--- src/rtl/simseq_ctrl.sv ---
module simseq_ctrl #(
  parameter int CH       = 4,
  parameter int DW       = 14,
  parameter int CONV_CYC = 240
) (
  input  logic             clk,
  input  logic             rst_n,
  input  logic             convst,
  input  logic             hw_sel,
  input  logic [CH-1:0]    sel_pin,
  input  logic             cs_n,
  input  logic             rd_n,
  input  logic             wr_n,
  input  logic [DW-1:0]    db_in,
  input  logic [CH*DW-1:0] ch_in,
  output logic [DW-1:0]    rd_data,
  output logic             busy,
  output logic             eoc,
  output logic [CH-1:0]    hold
);
  localparam int CW = (CONV_CYC > 2) ? $clog2(CONV_CYC) : 1;
  localparam int PW = $clog2(CH + 1);
  localparam int IW = (CH > 1) ? $clog2(CH) : 1;
  localparam logic [CW-1:0] TLAST = CW'(CONV_CYC - 1);

  logic          convst_q, rd_q, wr_q;
  logic [CH-1:0] sel_reg, pend, pend_nxt;
  logic [CW-1:0] tmr;
  logic [PW-1:0] nres, rptr;
  logic [IW-1:0] cur;
  logic [DW-1:0] smp [CH];
  logic [DW-1:0] res [CH];

  wire rd_act = ~cs_n & ~rd_n;
  wire wr_act = ~cs_n & ~wr_n;
  wire start  = convst & ~convst_q & ~busy;

  always_comb begin
    cur = '0;
    for (int i = CH - 1; i >= 0; i--)
      if (pend[i]) cur = IW'(i);
  end

  assign pend_nxt = pend & ~(CH'(1) << cur);
  assign rd_data  = (rd_act && rptr < nres) ? res[rptr[IW-1:0]] : '0;

  always_ff @(posedge clk or negedge rst_n) begin
    if (!rst_n) begin
      convst_q <= 1'b0;
      rd_q     <= 1'b0;
      wr_q     <= 1'b0;
    end else begin
      convst_q <= convst;
      rd_q     <= rd_act;
      wr_q     <= wr_act;
    end
  end

  always_ff @(posedge clk or negedge rst_n) begin
    if (!rst_n) sel_reg <= '1;
    else if (wr_act && !wr_q) sel_reg <= db_in[CH-1:0];
  end

  always_ff @(posedge clk or negedge rst_n) begin
    if (!rst_n) begin
      busy <= 1'b0;
      eoc  <= 1'b0;
      hold <= '0;
      pend <= '0;
      tmr  <= '0;
      nres <= '0;
      for (int i = 0; i < CH; i++) begin
        smp[i] <= '0;
        res[i] <= '0;
      end
    end else begin
      eoc <= 1'b0;
      if (start) begin
        busy <= 1'b1;
        hold <= '1;
        pend <= hw_sel ? sel_reg : sel_pin;
        tmr  <= '0;
        nres <= '0;
        for (int i = 0; i < CH; i++) smp[i] <= ch_in[i*DW +: DW];
      end else if (busy) begin
        if (pend == '0) begin
          busy <= 1'b0;
          hold <= '0;
        end else if (tmr == TLAST) begin
          tmr                <= '0;
          res[nres[IW-1:0]]  <= smp[cur];
          nres               <= nres + 1'b1;
          pend               <= pend_nxt;
          eoc                <= 1'b1;
          if (pend_nxt == '0) begin
            busy <= 1'b0;
            hold <= '0;
          end
        end else begin
          tmr <= tmr + 1'b1;
        end
      end
    end
  end

  always_ff @(posedge clk or negedge rst_n) begin
    if (!rst_n) rptr <= '0;
    else if (start) rptr <= '0;
    else if (rd_q && !rd_act && rptr < nres) rptr <= rptr + 1'b1;
  end
endmodule


--- config.mk ---
export PLATFORM = sky130hd
export DESIGN_NAME = simseq_ctrl
export DESIGN_NICKNAME = d
export VERILOG_FILES = /design/src/rtl/simseq_ctrl.sv
export SDC_FILE = /design/constraint.sdc
export NUM_CORES = 1
export LEC_CHECK = 0
export ABC_AREA = 1
export CAP_MARGIN = 20
export CORE_ASPECT_RATIO = 1.75
export CORE_MARGIN = 5
export CORE_UTILIZATION = 59
export CTS_BUF_LIST = sky130_fd_sc_hd__clkbuf_8 sky130_fd_sc_hd__clkbuf_16
export CTS_CLUSTER_SIZE = 24
export DETAILED_ROUTE_END_ITERATION = 10
export GPL_ROUTABILITY_DRIVEN = 0
export HOLD_SLACK_MARGIN = 0.03
export PLACE_DENSITY = 0.92
export SLEW_MARGIN = 20
export SYNTH_ARGS = -nofsm -noshare
export SYNTH_HDL_FRONTEND = slang
export SYNTH_SLANG_ARGS = --single-unit
--- constraint.sdc ---
create_clock -name clk -period 4.8 [get_ports clk]
set_input_delay 0.96 -clock clk [delete_from_list [all_inputs] [get_ports clk]]
set_output_delay 0.96 -clock clk [all_outputs]
set_load 0.005 [all_outputs]
After elaboration in Yosys (flattened, before gate mapping)

Cells that the tools add are included.

Flip-flop bits (word level): 143
Logic and storage cells: 107

Add/subtract/negate cells: 3
Magnitude comparators: 5
Eq/ne operators: 2
Shift operators: 1
Mux-type cells: 43
Bitwise gates (word level): 16
Reductions and logical operators: 18

Operators with widths:

| kind                                                          | number |
|---|---|
| 14-bit 2-to-1 mux                                             | 6 |
| 14-bit binary-select mux with 2-bit select                    | 2 |
| 56-bit bitwise mux                                            | 1 |
| 4-bit 2-to-1 mux                                              | 10 |
| 8-bit 2-to-1 mux                                              | 4 |
| 14-bit demux with 2-bit select                                | 1 |
| 3-bit 2-to-1 mux                                              | 6 |
| 3-bit greater-or-equal comparator, second input constant      | 3 |
| 1-bit 2-to-1 mux                                              | 9 |
| 2-bit NOT with 3-bit output                                   | 3 |
| 8-bit by 1-bit adder with 8-bit output, second input constant | 1 |
| 8-bit equality test, second input constant                    | 1 |
| 4-bit zero test                                               | 2 |
| 2-bit 2-to-1 mux                                              | 4 |
| 1-bit NOT                                                     | 7 |
| 3-bit by 1-bit adder with 3-bit output, second input constant | 2 |
| 3-bit AND reduction                                           | 2 |
| 2-bit nonzero test                                            | 3 |
| 3-bit nonzero test                                            | 2 |
| 1-bit logical AND                                             | 5 |
| 1-bit AND                                                     | 4 |
| 4-bit AND                                                     | 1 |
| 4-bit NOT                                                     | 1 |
| 4-bit AND reduction                                           | 1 |
| 6 further kinds                                               | 7 |

Depth between registers and ports, before layout

Gate-level depths: netlist of the first run.

Word-level depth: 13
Mapped depth: 10
Depth with buffers taken out: 9

Least setup slack after synthesis of the first run

OpenSTA, ideal clock, no wires.

Path kind: input -> output
Start point: input port cs_n
End point: output port rd_data[10]
Data arrival time: 1.598 ns
Setup slack: 2.242 ns
Stages: 6
Buffers on the path: 1
Cell sequence: inv_1 nand2_1 inv_1 nand3_1 clkbuf_1 a21oi_1

Cells in the longest elaborated chain, start to end: 4

Ends and longest elaborated chain:

| item              | RTL line | source |
|---|---|---|
| from (decl)       | 11       | `input logic cs_n,` |
| 1-bit NOT         | 34       | `wire rd_act = ~cs_n & ~rd_n;` |
| 1-bit AND         | 34       |  |
| named net rd_act  | 34       |  |
| 1-bit logical AND | 45       | `assign rd_data = (rd_act && rptr < nres) ? res[rptr[IW-1:0]] : '0;` |
| 14-bit 2-to-1 mux | 45       |  |
| to (decl)         | 16       | `output logic [DW-1:0] rd_data,` |

The timed path passes the listed nets, and every way through them passes these cells.

Worst setup path after layout of the first run

Start point: input port cs_n
End point: output port rd_data[0]

Same word-level chain as after synthesis.

==> results of run 1 <==
[layer usage]
metal  wire length, um  vias to the layer above  global-route usage, %
met5                 0                        -                      0
met4               803                        0                   14.7
met3              1400                       68                   4.77
met2              9530                      351                   45.3
met1              6670                     2977                   32.3
li1                  -                     2954                      -
[synthesized netlist by cell type (all sizes together), types with 8 or more instances]
library cell,count
nand2,367
dfrtp,136
nand3,127
nor2,80
inv,40
o21ai,38
buf,26
a21oi,24
clkbuf,19
ha,8
[cell families (layout without fill, tap and decap cells)]
kind of cell | after synthesis | after routing | synth area share (%)
compound gates | 66 | 66 | 4.92
xor+xnor | 1 | 1 | 0.127
flops | 140 | 140 | 50.8
mux | 2 | 2 | 0.326
simple gates | 582 | 582 | 36.4
fa+ha+maj | 8 | 8 | 1.45
buf+inv | 85 | 167 | 6.05
[power by group through the flow]
stage	clock (mW)	combinational [mW]	sequential [mW]
after floorplan	0	1.18	1.66
after global placement	0	1.56	1.73
after detailed placement	0	1.62	1.74
after CTS	1.31	1.66	1.73
after global routing	1.36	1.86	1.78
final	1.31	1.68	1.74
[layout make-up]
type | count | area share (%)
flip-flops and latches | 140 | 42.0
multi-input cells | 659 | 35.7
repair buffers | 95 | 11.3
clock buffers | 17 | 5.09
well taps | 135 | 2.02
clock inverters | 15 | 1.96
inverters | 40 | 1.91
[tightest hold or removal path, delay by kind of cell (launching register included)]
family / cells / cell delay [ps]
compound gates: 1 / 60
buf+inv: 1 / 50
flops: 1 / 360
[path summary, 6_finish.rpt]
path                       cells past startpoint  slack (ps)              startpoint                endpoint
min                                            2         470  sel_reg[0]$_DFFE_PN1P_  sel_reg[0]$_DFFE_PN1P_
max in group asynchronous                      2        3320                   rst_n     res[10]$_DFFE_PN0P_
max                                            7         850                    cs_n              rd_data[0]
min reg2reg                                    2         470  sel_reg[0]$_DFFE_PN1P_  sel_reg[0]$_DFFE_PN1P_
min in group asynchronous                      1         600                   rst_n          wr_q$_DFF_PN0_
max reg2reg                                    8        1680     pend[2]$_DFFE_PN0P_     res[10]$_DFFE_PN0P_
[stage by stage]
step / hold WS, ps / instance area [um^2]
6_report: 470 / 8370
5_1_grt: 495 / 8370
4_1_cts: 474 / 8360
3_5_place_dp: 460 / 7770
3_3_place_gp: 456 / 7770
2_1_floorplan: 444 / 6910
==> impl_metrics.csv, run 1 <==
group,metric,value,unit
floorplanning,die_area,14100,um^2
cells_and_area,multi_input_area,2990,um^2
clocking,cts_resized,0,
critical_path,crit_fanout,14,
placement,dp_cells,1069,
global_routing,grt_max_degree,83,
floorplanning,die_y,153,um
timing,finalSetupViolations,0,
global_routing,grtUsageTotal,26.8,%
timing,period_share,82.3,%
route,viasPerCell,5.77,
cells_and_area,reg.largest.list,"res x56, smp x56, tmr x8",
logic_synthesis,ys_ff_latch,140,
clocking,clockBufferDepth,2,
critical_path,critPathSlowestCell,"clkdlybuf4s50_1",
pwr,p_sw_share,40.5,%
placement,place_ws,781,ps
timing,hold_viol,0,
pwr,clock_power_share,27.6,%
min_path,holdCritPathClass,"flip-flop to flip-flop",
critical_path,cp.required,3840,ps
clocking,cts_buffers,17,
timing,slew_headroom,31.6,%
global_routing,grt_remaining_overflow,0,
clocking,cts_setup_buffers,0,
logic_synthesis,yosysSeqAreaShare,50.8,%
timing,finClkSkew,8.95,ps
floorplanning,die_x,91.8,um
cells_and_area,area_delta_synth_final,21.0,%
clocking,cts_hold_buffers,0,
critical_path,crit_buf_inv,4,
logic_synthesis,synth_top_area_cell,"dfrtp_1",
critical_path,path_cells,"clkdlybuf4s50_1 > inv_1 > nand2_1 > inv_1 > nand3_1 > a21oi_1 > clkdlybuf4s50_1",
critical_path,worst_setup_path_end_kind,"output port",
timing,slew_viol_final,0,
floorplanning,coreArea,11500,um^2
pwr,ir_drop,0.401,mV
placement,io_buffer_count,90,
critical_path,path_delay_family,"buffers and inverters",
logic_synthesis,yosysWarnings,0,
outcome,status,"complete, no violations",
clocking,clk_latency,430,ps
cells_and_area,seqCellArea,3510,um^2
route,drtIter0Drc,598,
pwr,power_switching,1.92,mW
logic_synthesis,syn_avg_cell_area,7.82,um^2
route,drc,0,
floorplanning,rows,52,
cells_and_area,most-common-layout-cells,"nand2_1, dfrtp_1, nand3_1",
route,wire_per_inst,16.7,um
cells_and_area,fillerInstances,785,
global_routing,grt_pass1_wl,30.0,mm
timing,tightest_slew,1020,ps
timing,fmax,253,MHz
cells_and_area,n_antenna_cell,0,
critical_path,cp.arrival,2990,ps
cells_and_area,fin_cells,1101,
timing,finalSetupTns,0,ps
placement,dp.final_hpwl,11.9,mm
timing,period_minus_slack,3950,ps
route,dr_total_vias,6350,
clocking,cts_root_buf,"clkbuf_16",
timing,rsz0062_at_grt,"no",
pwr,p_total,4.73,mW
logic_synthesis,ys_top_cells_by_area,"dfrtp_1, nand2_1, nand3_1",
logic_synthesis,netlist.area_leader.share,49.2,%
logic_synthesis,ys.flop_type,"dfrtp_1",
logic_synthesis,yosys.cell_types.count,29,
clocking,tritoncts,"yes",
cells_and_area,layout.nets,1042,
run,cap_viol_max_count,0,
logic_synthesis,synth_nets,973,
clocking,clock_sinks,140,
logic_synthesis,synth_edf_count,0,
pwr,p_seq_share,36.9,%
clocking,clkTransAtPathRegs,60,ps
route,routed_wl,18.4,mm
global_routing,antenna_found_initial,0,
cells_and_area,drive_gt1_share,8.70,%
route,postRouteAntennaNets,0,
cells_and_area,final_common_cell,"nand2_1",
route,drt-pass1-iter-count,6,
floorplanning,start_util,60.0,%
pwr,leakagePower,4.26,nW
critical_path,start_kind,"input pin",
pwr,comb_power_share,35.5,%
critical_path,crit_path_max_incr_delay,550,ps
clocking,cts.htree.levels,4,
logic_synthesis,netlist_area,6910,um^2
logic_synthesis,syn_inst,884,
global_routing,grt_pass1_vias,6230,
floorplanning,ioPinCount,101,
timing,setup_slack,851,ps
logic_synthesis,synthArstFlopShare,100,%
cells_and_area,final_util,72.6,%
pwr,p_int,2.81,mW
critical_path,criticalPathCategory,"input pin to output port",
pwr,power.density,565,nW/um^2
Power figures use the tool's default switching activity.
==> run 2, diff against run 1 <==
Settings changed: CORE_UTILIZATION 59 to 55, PLACE_DENSITY 0.92 to 0.87.
Clock period 4.8 ns to 3.9 ns, I/O delays scaled along.
==> run 2 against run 1 <==
Net effect:
- critical path type is now flip-flop to output port
- via count fell by 0.27%
- cell count grew 3.4%
- global-route usage about the same
- clock skew is 2.1 ps higher
- sequential power rose by 22%
- sequential cell count unchanged
- non-clock buffer count increased by 4
==> impl_metrics.csv, run 2 (synthesis results as in run 1) <==
group,metric,value,unit
floorplanning,start_util,55.6,%
placement,place_ws,688,ps
clocking,cts_root_buf,"clkbuf_16",
route,postRouteAntennaNets,0,
global_routing,grt_pass1_vias,6338,
cells_and_area,seqCellArea,3510,um^2
timing,hold_slack,462,ps
timing,hold_viol,0,
run,cap_viol_max_count,0,
clocking,tritoncts,"yes",
clocking,cts_setup_buffers,0,
placement,dp_cells,1106,
cells_and_area,fin_cells,1138,
route,drtIter0Drc,593,
timing,period_share,81.8,%
timing,finalSetupTns,0,ps
clocking,clockBufferDepth,2,
timing,period_minus_slack,3190,ps
pwr,power.density,717,nW/um^2
clocking,clock_sinks,140,
clocking,clk_latency,430,ps
cells_and_area,final_common_cell,"nand2_1",
timing,finClkSkew,11.0,ps
global_routing,grt_max_degree,117,
placement,dp.final_hpwl,12.2,mm
floorplanning,die_x,94.7,um
floorplanning,die_y,158,um
floorplanning,die_area,15000,um^2
route,wire_per_inst,16.6,um
critical_path,worst_setup_path_end_kind,"output port",
pwr,leakagePower,4.33,nW
clocking,cts_resized,0,
global_routing,use_met2,46.2,%
cells_and_area,most-common-layout-cells,"nand2_1, dfrtp_1, nand3_1",
global_routing,antenna_found_initial,0,
clocking,cts_buffers,17,
global_routing,grt_remaining_overflow,0,
clocking,clkTransAtPathRegs,60,ps
cells_and_area,fillerInstances,985,
critical_path,cp.arrival,2410,ps
cells_and_area,reg.largest.list,"res x56, smp x56, tmr x8",
cells_and_area,multi_input_area,2990,um^2
timing,finalSetupViolations,0,
critical_path,cp.required,3120,ps
timing,tightest_slew,983,ps
global_routing,top_usage_layer,"met2",
global_routing,met1_usage,31.8,%
global_routing,grtUsageMet3,4.73,%
floorplanning,rows,54,
critical_path,start_kind,"flip-flop",
clocking,cts.htree.levels,4,
floorplanning,coreArea,12400,um^2
global_routing,grtUsageTotal,26.9,%
cells_and_area,area_delta_synth_final,23.1,%
critical_path,crit_fanout,14,
timing,fmax,313,MHz
outcome,status,"complete, no violations",
route,routed_wl,18.9,mm
cells_and_area,n_antenna_cell,0,
timing,rsz0062_at_grt,"no",
global_routing,grt_pass1_wl,31.1,mm
floorplanning,ioPinCount,101,
route,viasPerCell,5.57,
route,drc,0,
placement,io_buffer_count,90,
critical_path,criticalPathCategory,"flip-flop to output port",
cells_and_area,drive_gt1_share,9.07,%
timing,slew_viol_final,0,
route,drt-pass1-iter-count,5,
pwr,ir_drop,0.470,mV
clocking,cts_hold_buffers,0,
route,dr_total_vias,6333,
timing,setup_slack,709,ps
pwr,p_total,6.10,mW
timing,slew_headroom,34.3,%
cells_and_area,layout.nets,1046,
min_path,holdCritPathClass,"input pin to async pin",
run 2: cell types whose count changed in the layout (fill, tap and decap cells not counted), sizes merged:
cell / before / now
bufinv: 2 / 6
buf: 6 / 9
clkinv: 3 / 6
clkinvlp: 4 / 2
inv: 46 / 41
clkbuf: 17 / 18
run 2: power breakdown:
part / switching (mW) / total (mW) / internal [mW]
registers: 0.290 / 2.13 / 1.84
clock network: 0.630 / 1.83 / 1.20
logic: 1.46 / 2.15 / 0.688
total: 2.38 / 6.10 / 3.72
run 2: through the flow:
stage          cell area [um^2]  utilization [%]
5_1_grt                    8510             68.5
6_report                   8510             68.5
3_5_place_dp               7840             63.0
3_3_place_gp               7840             63.0
2_1_floorplan              6910                -
4_1_cts                    8510             68.4
run 2: worst max-delay path: stages (launching register included):
cell and delay, ps:
dfrtp_1 390, inv_1 80, ha_1 310, a21oi_1 200
nand3_1 110, buf_4 200, a21oi_1 140, clkdlybuf4s50_1 530
run 2: final timing paths:
check	end	cells past startpoint	slack [ps]	startpoint
worst max-delay path	rd_data[5]	7	710	nres[2]$_DFFE_PN0P_
worst min-delay path	wr_q$_DFF_PN0_	1	460	rst_n
worst max register to register	res[11]$_DFFE_PN0P_	9	1340	pend[2]$_DFFE_PN0P_
worst min register to register	res[33]$_DFFE_PN0P_	2	480	res[33]$_DFFE_PN0P_
max in group asynchronous	res[34]$_DFFE_PN0P_	2	2590	rst_n
min in group clk	res[33]$_DFFE_PN0P_	2	480	res[33]$_DFFE_PN0P_
run 2: cell type report:
cell class	instances	share of cell area (%)
clock buffers	17	5.00
well taps	168	2.47
repair buffers	99	11.4
multi-input cells	659	35.1
inverters	40	1.88
clock inverters	15	2.88
flip-flops and latches	140	41.2
run 2: per-layer routing:
metal	vias to the layer above	wire, um
met5	-	0
met2	299	10100
met4	0	764
met1	3010	6790
li1	2965	-
met3	59	1220
